===== src/rtl/psram_pkg.sv =====
package psram_pkg;

   // burst order variants chosen at elaboration
   localparam int ORD_PIN = 0;
   localparam int ORD_LIN = 1;
   localparam int ORD_ILV = 2;

   // what a sampled edge does to the array
   typedef enum logic [1:0] {
      ACC_NONE  = 2'd0,
      ACC_READ  = 2'd1,
      ACC_WRITE = 2'd2
   } acc_kind_e;

endpackage


===== src/rtl/psram_ctl.sv =====
module psram_ctl #(
   parameter int LANES = 2
)(
   input  logic             proc_n,
   input  logic             ctrl_n,
   input  logic             adv_n,
   input  logic             gwe_n,
   input  logic             bwe_n,
   input  logic [LANES-1:0] lane_n,
   input  logic             ce_main_n,
   input  logic             ce_hi,
   input  logic             ce_lo_n,
   output logic             proc_go,
   output logic             ctrl_go,
   output logic             end_burst,
   output logic             cont,
   output logic             step_req,
   output logic [LANES-1:0] wr_mask,
   output logic             kill_out
);

   logic             sec_ok;
   logic [LANES-1:0] raw_mask;

   assign sec_ok = ce_hi & ~ce_lo_n;

   // processor strobe needs all enables; controller strobe only the secondaries
   assign proc_go   = ~proc_n & ~ce_main_n & sec_ok;
   assign ctrl_go   = ~ctrl_n & proc_n & sec_ok;
   assign end_burst = ~ctrl_n & proc_n & ~sec_ok;

   assign cont     = proc_n & ctrl_n;
   assign step_req = cont & ~adv_n;

   always_comb begin
      if (!gwe_n)
         raw_mask = '1;
      else if (!bwe_n)
         raw_mask = ~lane_n;
      else
         raw_mask = '0;
   end

   // write strobes count for nothing on an edge that samples the processor strobe low
   assign wr_mask  = proc_n ? raw_mask : '0;
   assign kill_out = |wr_mask;

endmodule


===== src/rtl/psram_burst.sv =====
module psram_burst import psram_pkg::*; #(
   parameter int ADDR_W     = 8,
   parameter int BURST_W    = 2,
   parameter int ORDER_MODE = ORD_PIN
)(
   input  logic              clk,
   input  logic              rst_n,
   input  logic              load,
   input  logic              clear,
   input  logic              step,
   input  logic              ilv,
   input  logic [ADDR_W-1:0] addr_in,
   output logic              active,
   output logic [ADDR_W-1:0] acc_addr
);

   logic [ADDR_W-1:0]  base_q;
   logic [BURST_W-1:0] cnt_q;
   logic               act_q;

   logic [ADDR_W-1:0]  base_eff;
   logic [BURST_W-1:0] cnt_eff;
   logic [BURST_W-1:0] lin_off;
   logic [BURST_W-1:0] ilv_off;
   logic [BURST_W-1:0] off;
   logic               do_step;

   assign do_step  = step & act_q & ~load;
   assign base_eff = load ? addr_in : base_q;

   always_comb begin
      if (load)
         cnt_eff = '0;
      else if (do_step)
         cnt_eff = cnt_q + BURST_W'(1);
      else
         cnt_eff = cnt_q;
   end

   assign lin_off = base_eff[BURST_W-1:0] + cnt_eff;
   assign ilv_off = base_eff[BURST_W-1:0] ^ cnt_eff;

   generate
      if (ORDER_MODE == ORD_LIN) begin : g_lin
         assign off = lin_off;
      end else if (ORDER_MODE == ORD_ILV) begin : g_ilv
         assign off = ilv_off;
      end else begin : g_pin
         assign off = ilv ? ilv_off : lin_off;
      end
   endgenerate

   assign acc_addr = {base_eff[ADDR_W-1:BURST_W], off};
   assign active   = act_q;

   always_ff @(posedge clk or negedge rst_n) begin
      if (!rst_n) begin
         act_q <= 1'b0;
      end else if (load) begin
         act_q <= 1'b1;
      end else if (clear) begin
         act_q <= 1'b0;
      end
   end

   always_ff @(posedge clk) begin
      if (load) begin
         base_q <= addr_in;
         cnt_q  <= '0;
      end else if (do_step) begin
         cnt_q  <= cnt_eff;
      end
   end

endmodule


===== src/rtl/psram_lane.sv =====
module psram_lane #(
   parameter int ADDR_W = 8,
   parameter int LANE_W = 9
)(
   input  logic              clk,
   input  logic              we,
   input  logic [ADDR_W-1:0] waddr,
   input  logic [LANE_W-1:0] wdata,
   input  logic              rd_en,
   input  logic [ADDR_W-1:0] raddr,
   output logic [LANE_W-1:0] rdata
);

   localparam int DEPTH = 1 << ADDR_W;

   logic [LANE_W-1:0] mem [DEPTH];

   always_ff @(posedge clk) begin
      if (we)
         mem[waddr] <= wdata;
   end

   always_ff @(posedge clk) begin
      if (rd_en)
         rdata <= mem[raddr];
   end

endmodule


===== src/rtl/pburst_sram.sv =====
module pburst_sram import psram_pkg::*; #(
   parameter int ADDR_W     = 8,
   parameter int LANE_W     = 9,
   parameter int LANES      = 2,
   parameter int BURST_W    = 2,
   parameter int ORDER_MODE = ORD_PIN
)(
   input  logic                     clk,
   input  logic                     rst_n,
   input  logic [ADDR_W-1:0]        addr,
   input  logic                     proc_strobe_n,
   input  logic                     ctrl_strobe_n,
   input  logic                     adv_n,
   input  logic                     gwe_n,
   input  logic                     bwe_n,
   input  logic [LANES-1:0]         lane_we_n,
   input  logic                     ce_main_n,
   input  logic                     ce_hi,
   input  logic                     ce_lo_n,
   input  logic                     oe_n,
   input  logic                     ilv_order,
   input  logic [LANE_W*LANES-1:0]  din,
   output logic [LANE_W*LANES-1:0]  dout,
   output logic                     dq_drive
);

   localparam int DATA_W = LANE_W * LANES;

   generate
      if (LANE_W < 1 || LANE_W > 9) begin : g_bad_lane
         $error("pburst_sram: LANE_W must lie in 1..9");
      end
      if (LANES < 1) begin : g_bad_lanes
         $error("pburst_sram: LANES must be at least 1");
      end
      if (BURST_W < 1 || BURST_W >= ADDR_W) begin : g_bad_burst
         $error("pburst_sram: BURST_W must be 1..ADDR_W-1");
      end
      if (ORDER_MODE < ORD_PIN || ORDER_MODE > ORD_ILV) begin : g_bad_order
         $error("pburst_sram: ORDER_MODE out of range");
      end
   endgenerate

   logic             proc_go, ctrl_go, end_burst, cont, step_req, kill_out;
   logic [LANES-1:0] wr_mask;
   logic             burst_act;
   logic [ADDR_W-1:0] acc_addr;
   acc_kind_e        kind;

   logic              rd_pend_q;
   logic [ADDR_W-1:0] rd_addr_q;
   logic              out_valid_q;

   psram_ctl #(.LANES(LANES)) u_ctl (
      .proc_n    (proc_strobe_n),
      .ctrl_n    (ctrl_strobe_n),
      .adv_n     (adv_n),
      .gwe_n     (gwe_n),
      .bwe_n     (bwe_n),
      .lane_n    (lane_we_n),
      .ce_main_n (ce_main_n),
      .ce_hi     (ce_hi),
      .ce_lo_n   (ce_lo_n),
      .proc_go   (proc_go),
      .ctrl_go   (ctrl_go),
      .end_burst (end_burst),
      .cont      (cont),
      .step_req  (step_req),
      .wr_mask   (wr_mask),
      .kill_out  (kill_out)
   );

   psram_burst #(
      .ADDR_W     (ADDR_W),
      .BURST_W    (BURST_W),
      .ORDER_MODE (ORDER_MODE)
   ) u_burst (
      .clk      (clk),
      .rst_n    (rst_n),
      .load     (proc_go | ctrl_go),
      .clear    (end_burst),
      .step     (step_req),
      .ilv      (ilv_order),
      .addr_in  (addr),
      .active   (burst_act),
      .acc_addr (acc_addr)
   );

   // classify the edge
   always_comb begin
      if (proc_go)
         kind = ACC_READ;
      else if (ctrl_go || (cont && burst_act))
         kind = kill_out ? ACC_WRITE : ACC_READ;
      else
         kind = ACC_NONE;
   end

   // read pipeline: address stage then data-out stage
   always_ff @(posedge clk or negedge rst_n) begin
      if (!rst_n) begin
         rd_pend_q   <= 1'b0;
         out_valid_q <= 1'b0;
      end else begin
         rd_pend_q   <= (kind == ACC_READ);
         out_valid_q <= rd_pend_q & ~kill_out;
      end
   end

   always_ff @(posedge clk) begin
      rd_addr_q <= acc_addr;
   end

   generate
      for (genvar li = 0; li < LANES; li++) begin : g_lane
         psram_lane #(.ADDR_W(ADDR_W), .LANE_W(LANE_W)) u_lane (
            .clk   (clk),
            .we    ((kind == ACC_WRITE) & wr_mask[li]),
            .waddr (acc_addr),
            .wdata (din[li*LANE_W +: LANE_W]),
            .rd_en (rd_pend_q),
            .raddr (rd_addr_q),
            .rdata (dout[li*LANE_W +: LANE_W])
         );
      end
   endgenerate

   assign dq_drive = out_valid_q & ~oe_n;

   logic unused_w;
   assign unused_w = (DATA_W == 0);

endmodule


===== config.mk =====
export PLATFORM = sky130hd
export DESIGN_NAME = pburst_sram
export DESIGN_NICKNAME = d
export VERILOG_FILES = /design/src/rtl/psram_pkg.sv /design/src/rtl/psram_ctl.sv /design/src/rtl/psram_burst.sv /design/src/rtl/psram_lane.sv /design/src/rtl/pburst_sram.sv
export SDC_FILE = /design/constraint.sdc
export NUM_CORES = 2
export LEC_CHECK = 0
export ABC_CLOCK_PERIOD_IN_PS = 4800
export BUFFER_PORTS_ARGS = -buffer_cell sky130_fd_sc_hd__buf_4
export CELL_PAD_IN_SITES_DETAIL_PLACEMENT = 0
export CELL_PAD_IN_SITES_GLOBAL_PLACEMENT = 2
export CORE_MARGIN = 8
export CORE_UTILIZATION = 50
export CTS_CLUSTER_DIAMETER = 150
export CTS_CLUSTER_SIZE = 40
export DETAILED_ROUTE_END_ITERATION = 7
export PLACE_DENSITY = 0.83
export SYNTH_ARGS = -nofsm -noshare
export SYNTH_HDL_FRONTEND = slang
export SYNTH_MEMORY_MAX_BITS = 65536
export SYNTH_SLANG_ARGS = --single-unit

===== constraint.sdc =====
create_clock -name clk -period 4.8 [get_ports clk]
set_input_delay 0.48 -clock clk [delete_from_list [all_inputs] [get_ports clk]]
set_output_delay 0.48 -clock clk [all_outputs]
set_load 0.05 [all_outputs]

## Yosys cells after proc, flatten, opt, wreduce, memory -nomap -nowiden

Memory sizes are Yosys's and may differ from the RTL's. A register that Yosys moved wholly into a read port is not among the register bits.
Cells that the tools add are included.

| cells by class | value |
|---|---|
| add/sub/neg operators | 2 |
| bitwise logic cells | 26 |
| multiplexer cells | 16 |
| equality and inequality tests | 2 |
| reduce and logical (&&, ||, !) cells | 4 |

Operators with widths:

| kind | number |
|---|---|
| $mux 2 | 9 |
| $and 1x1->1 | 14 |
| $not 1->1 | 9 |
| $mux 8 | 1 |
| $mux 1 | 6 |
| $add 2x1->2 const B | 1 |
| $add 2x2->2 | 1 |
| $eq 2x1->1 const B | 1 |
| $eq 2x2->1 const B | 1 |
| $not 2->2 | 1 |
| $reduce_bool 2->1 | 1 |
| $reduce_or 2->1 | 1 |
| $xor 2x2->2 | 1 |
| $logic_and 1x1->1 | 1 |
| $logic_or 1x1->1 | 1 |
| $or 1x1->1 | 1 |

| word-level totals | value |
|---|---|
| memories | 2 |
| RAM bits | 4608 |
| flip-flop bits (word level) | 21 |

Memory list:

| name | words | bits a word | rd ports | clocked after memory_dff | wr ports | line | source |
|---|---|---|---|---|---|---|---|
| g_lane[0].u_lane.mem | 256 | 9 | 1 | 1 | 1 | psram_lane.sv:16 | `logic [LANE_W-1:0] mem [DEPTH];` |
| g_lane[1].u_lane.mem | 256 | 9 | 1 | 1 | 1 | psram_lane.sv:16 |  |

## Logic depth before layout (Yosys ltp)

| logic depth | value |
|---|---|
| word-level depth | 12 |
| mapped depth | 13 |
| depth with buffers taken out | 9 |

## By module

Synthesis repeated with hierarchy kept, for this count alone.

| second synthesis, totals | value |
|---|---|
| cells, all modules | 8545 |
| area, all modules | 179574.7 um^2 |

By module, submodules not included:

| module | area an instance (um^2) | cells an instance | instances |
|---|---|---|---|
| psram_lane | 89368.2 | 4237 | 2 |
| psram_burst | 474.2 | 41 | 1 |
| pburst_sram | 277.8 | 17 | 1 |
| psram_ctl | 86.3 | 13 | 1 |

## Least setup slack after synthesis

OpenSTA, ideal clock, no wires.

| path | value |
|---|---|
| path kind | input-to-reg |
| from | input ce_lo_n |
| to | memory g_lane[0].u_lane.mem[101][0], enable pin |
| arrival | 3.046 ns |
| path slack | 1.380 ns |
| library setup time | 0.374 ns |
| cell stages on the path | 11 |
| cells stage by stage | nand2b_1 -> a211o_1 -> buf_2 -> mux2_2 -> ha_1 -> nand2b_1 -> xnor3_1 -> nor2_1 -> nand3_1 -> clkbuf_1 -> nor2_1 |

RTL lines:

| element | line | source |
|---|---|---|
| start: declaration | pburst_sram.sv:19 | `input logic ce_lo_n,` |
| $not 1->1 * | psram_ctl.sv:25 | `assign sec_ok = ce_hi & ~ce_lo_n;` |
| $and 1x1->1 * | psram_ctl.sv:25 |  |
| $and 1x1->1 (on tied branches) | psram_ctl.sv:28, psram_ctl.sv:29 |  |
| $or 1x1->1 * | pburst_sram.sv:80 | `.load (proc_go \| ctrl_go),` |
| $mux 8 * | psram_burst.sv:29 | `assign base_eff = load ? addr_in : base_q;` |
| via u_burst.base_eff[0] | psram_burst.sv:21 | `logic [ADDR_W-1:0] base_eff;` |
| $add 2x2->2 * | psram_burst.sv:40 | `assign lin_off = base_eff[BURST_W-1:0] + cnt_eff;` |
| $mux 2 * | psram_burst.sv:49 | `assign off = ilv ? ilv_off : lin_off;` |
| via acc_addr[1] | pburst_sram.sv:47 | `logic [ADDR_W-1:0] acc_addr;` |
| end: declaration | psram_lane.sv:16 |  |

Mark *: on every way through the listed nets, which the timed path passes. The rest lies on a longest branch.

## Worst setup path in the final report

| path | value |
|---|---|
| from | register u_burst.act_q, in the netlist u_burst.active |
| to | memory g_lane[0].u_lane.mem[153][0], enable pin |

RTL lines:

| element | line | source |
|---|---|---|
| start: declaration | psram_burst.sv:19 | `logic act_q;` |
| start signal: assignment | psram_burst.sv:58 | `act_q <= 1'b0;` |
| start signal: assignment | psram_burst.sv:60 | `act_q <= 1'b1;` |
| start signal: assignment | psram_burst.sv:62 | `act_q <= 1'b0;` |
| $and 1x1->1 (2 in series) | psram_burst.sv:28 | `assign do_step = step & act_q & ~load;` |
| $mux 2 | psram_burst.sv:34 | `else if (do_step)` |
| $mux 2 | psram_burst.sv:32 | `if (load)` |
| via u_burst.cnt_eff[0] | psram_burst.sv:22 | `logic [BURST_W-1:0] cnt_eff;` |
| $add 2x2->2 | psram_burst.sv:40 |  |
| $mux 2 | psram_burst.sv:49 |  |
| via acc_addr[1] | pburst_sram.sv:47 |  |

The timed path passes the listed nets, and every way through them passes these cells.

==> reports/summary.txt <==
Synth area leaders -> edfxtp_1, mux4_2, mux2i_1, o221ai_1, nor2_1
final wirelength -> 450 mm
HP Start -> din[11]
Die X -> 616 um
Worst VDD drop -> 0.327 mV
Post-synth top flop -> edfxtp_1
Iteration-0 DRC Markers -> 11,600
critical path required time -> 5310 ps
Tmin final -> 4120 ps
Final #Nets -> 8,802
Slew headroom -> 0.213
HPWL after DPL -> 283 mm
post-synthesis sequential area ratio -> 0.774
first-pass GRT wire length -> 642 mm
Placeable Area -> 359,000 um^2
setup violators final -> 0
TritonCTS Sinks -> 4,641
Die Y -> 616 um
CP startpoint -> u_burst.active$_DFFE_PN0P_
path type of the worst setup path -> reg2reg
synth unique cells -> 65
Worst-Margin Slew -> 1180 ps
vias -> 86,800
drt pass-1 iters -> 8
Clk pwr share -> 0.197
cells along the critical path -> nand4b_1, xnor2_1, and2_1, ha_1, nand2b_1, xnor3_1, nor2_1, buf_4, nand2_4, buf_4, nor2_1
Worst EP arrival -> 4630 ps
reg2reg path depth -> 11
WL/cell -> 33.1 um
worst-skew pair later-pin latency -> 920 ps
share of layout cells above drive strength 1 -> 0.191
largest net degree at the start of global routing -> 128
Crit path depth -> 11
antenna violations before repair -> 21
worst reg2reg path startpoint -> u_burst.active$_DFFE_PN0P_
post-synth top area share -> 0.772
vias in the first global route -> 86,500
worst reg2reg path endpoint -> g_lane[0].u_lane.mem[153][0]$_DFFE_PP_
Via-to-Cell Ratio -> 6.40
total grt overflow -> 0
Global Route Usage Sum -> 0.232
final core occ -> 0.536
Max-Cap Viols -> 0
power share of the combinational group -> 0.274
TritonCTS Buffers -> 139
Startpoint Class -> flip-flop
largest area contributor in the netlist -> edfxtp_1
status -> finished clean
Root Driver -> clkbuf_16
DIE AREA -> 379,000 um^2
CTS tree -> yes
Fin. Hold Viols -> 0
most common cell after layout, fill and taps aside -> edfxtp_1
power per cell area -> 441 nW/um^2
hold crit path type -> in2reg
Initial Util -> 0.502
setup TNS -> 0 ps
Post-Syn Area -> 180,000 um^2
unrepaired setup endpoints after global routing -> no
Avg Inst Size Synth -> 20.9 um^2
most frequent cells in the layout -> edfxtp_1, mux4_2, mux2i_1
Yosys reg bits -> 4,641
GPL Wtd Cong -> 0.887
Final Slew Violations -> 0
cell count after synthesis -> 8,593
row cnt -> 220
max incr delay on CP -> 660 ps
Worst Skew -> 85.5 ps
Worst path slowest cell -> nor2_1
Worst Setup EP -> g_lane[0].u_lane.mem[153][0]$_DFFE_PP_
htree depth -> 4
period utilization -> 0.858
worst path bufs/invs -> 2
switching share of power -> 0.292
Int Pwr -> 60.1 mW
sequential share of power -> 0.529
Worst-path clk slew -> 140 ps
io pins -> 59
Routed Antenna Nets -> 0
Crit. End Element -> flip-flop
critical path's top delay family -> simple AND/OR/NAND/NOR gates
Pleak -> 59.0 nW
crit path max fanout -> 11
Area Growth Syn to Fin -> 6.90%
ys async rst share -> 0.000646
Post-route DRC -> 0
Post-synth EDFFs -> 4,626
port bufs -> 58
reg-to-reg slack, setup -> 680 ps
Max Clk Rate -> 243 MHz
# resized after CTS -> 0
Clock Tree Buf Depth -> 4
Yosys Warn Count -> 0
P_sw -> 24.7 mW
Post-Syn Nets -> 8,634
worst reg2reg max path, stage by stage, from the launching register on:
cell and delay (ps):
dfrtp_1 390, nand4b_1 460, xnor2_1 370, and2_1 180, ha_1 140, nand2b_1 70
xnor3_1 420, nor2_1 130, buf_4 190, nand2_4 310, buf_4 400, nor2_1 690
metrics by stage:
| step | total power [mW] | std cells | setup slack, ps | area (um^2) | hold slack, ps |
|---|---|---|---|---|---|
| 6_report | 84.8 | 13600 | 681 | 192000 | 54.3 |
| 5_1_grt | 87.2 | 13600 | 525 | 192000 | 42.2 |
| 4_1_cts | 85.1 | 13600 | 601 | 192000 | 6.58 |
| 3_5_place_dp | 69.1 | 13400 | 326 | 188000 | 274 |
| 3_3_place_gp | 68.8 | 13400 | 326 | 188000 | 273 |
| 2_1_floorplan | 61.0 | 8593 | 1380 | 180000 | 184 |
power groups by stage:
stage / combinational [mW] / clock [mW] / sequential (mW)
2_1_floorplan: 15.3 / 0 / 45.6
3_5_place_dp: 23.3 / 0 / 45.8
6_report: 23.2 / 16.7 / 44.9
4_1_cts: 23.3 / 16.9 / 44.8
3_3_place_gp: 23.1 / 0 / 45.8
5_1_grt: 24.3 / 18.0 / 44.9
timing repair:
action,4_1_cts,5_1_grt
buffers inserted,0,0
hold endpoints to repair,59,0
hold buffers,17,0
Yosys cell counts, types with 3 or more instances:
cell type,count
nor3_1,147
mux2i_1,667
nor4_1,25
a21oi_1,171
nand4_1,15
nor2_1,577
o32a_1,12
and2_1,22
clkbuf_1,216
inv_1,10
mux4_2,930
a211oi_1,17
or3_1,6
nor3_2,5
buf_2,97
buf_4,58
buf_1,81
a22o_1,27
nand2_1,144
a22oi_1,26
o21ai_0,58
a221oi_1,12
edfxtp_1,4626
o22ai_1,176
mux2i_2,3
nand3_1,19
nand2b_1,8
o221ai_1,259
nor2b_1,4
and3_1,15
mux2_2,5
a31oi_1,14
dfxtp_1,12
dfrtp_1,3
buf_8,7
o32ai_1,4
a2111oi_0,4
a211o_1,3
buf_6,78
layout make-up:
cell class / instances / area, um^2
fill: 26800 / 166000
sequential: 4641 / 139000
multi-input combinational: 3404 / 37900
tap: 4773 / 5970
timing repair buffer: 564 / 5430
clock buffer: 155 / 3620
clock inverter: 10 / 151
inverter: 11 / 58.8
antenna: 10 / 25.0
logic make-up after synthesis:
kind of cell / Yosys count / synth area share
adder cells (fa/ha/maj): 1 / 0.0000695
XOR/XNOR: 2 / 0.000174
buffers and inverters: 548 / 0.0170
AO/OA/AOI/OAI: 797 / 0.0311
multiplexers: 1606 / 0.154
flip-flops: 4641 / 0.774
AND/OR/NAND/NOR: 998 / 0.0238
worst min path at each step:
| stage | endpoint | slack (ps) | cells after the start |
|---|---|---|---|
| floorplan | out_valid_q$_DFF_PN0_ | 180 | 0 |
| global placement | out_valid_q$_DFF_PN0_ | 270 | 1 |
| detailed placement | out_valid_q$_DFF_PN0_ | 270 | 1 |
| CTS | u_burst.base_q[4]$_DFF_P_ | 7 | 3 |
| global route | u_burst.base_q[4]$_DFF_P_ | 40 | 3 |
| finish | g_lane[1].u_lane.mem[158][2]$_DFFE_PP_ | 50 | 1 |
flip-flops by register name, indices dropped and copies added (netlist names):
signal	flops
out_valid_q	1
u_burst.cnt_q	2
rd_pend_q	1
rd_addr_q	3
g_lane.u_lane.mem	4608
u_burst.active	1
g_lane.u_lane.rdata	18
u_burst.base_q	7
metal layers:
layer / vias to the layer above / wire [um] / global-route usage
met5: - / 34 / 0
met4: 4 / 13800 / 0.0629
met3: 537 / 39900 / 0.0379
met2: 4255 / 220000 / 0.383
met1: 46100 / 176000 / 0.324
li1: 35900 / - / -
Note: power is estimated with default switching activity, not from simulation.
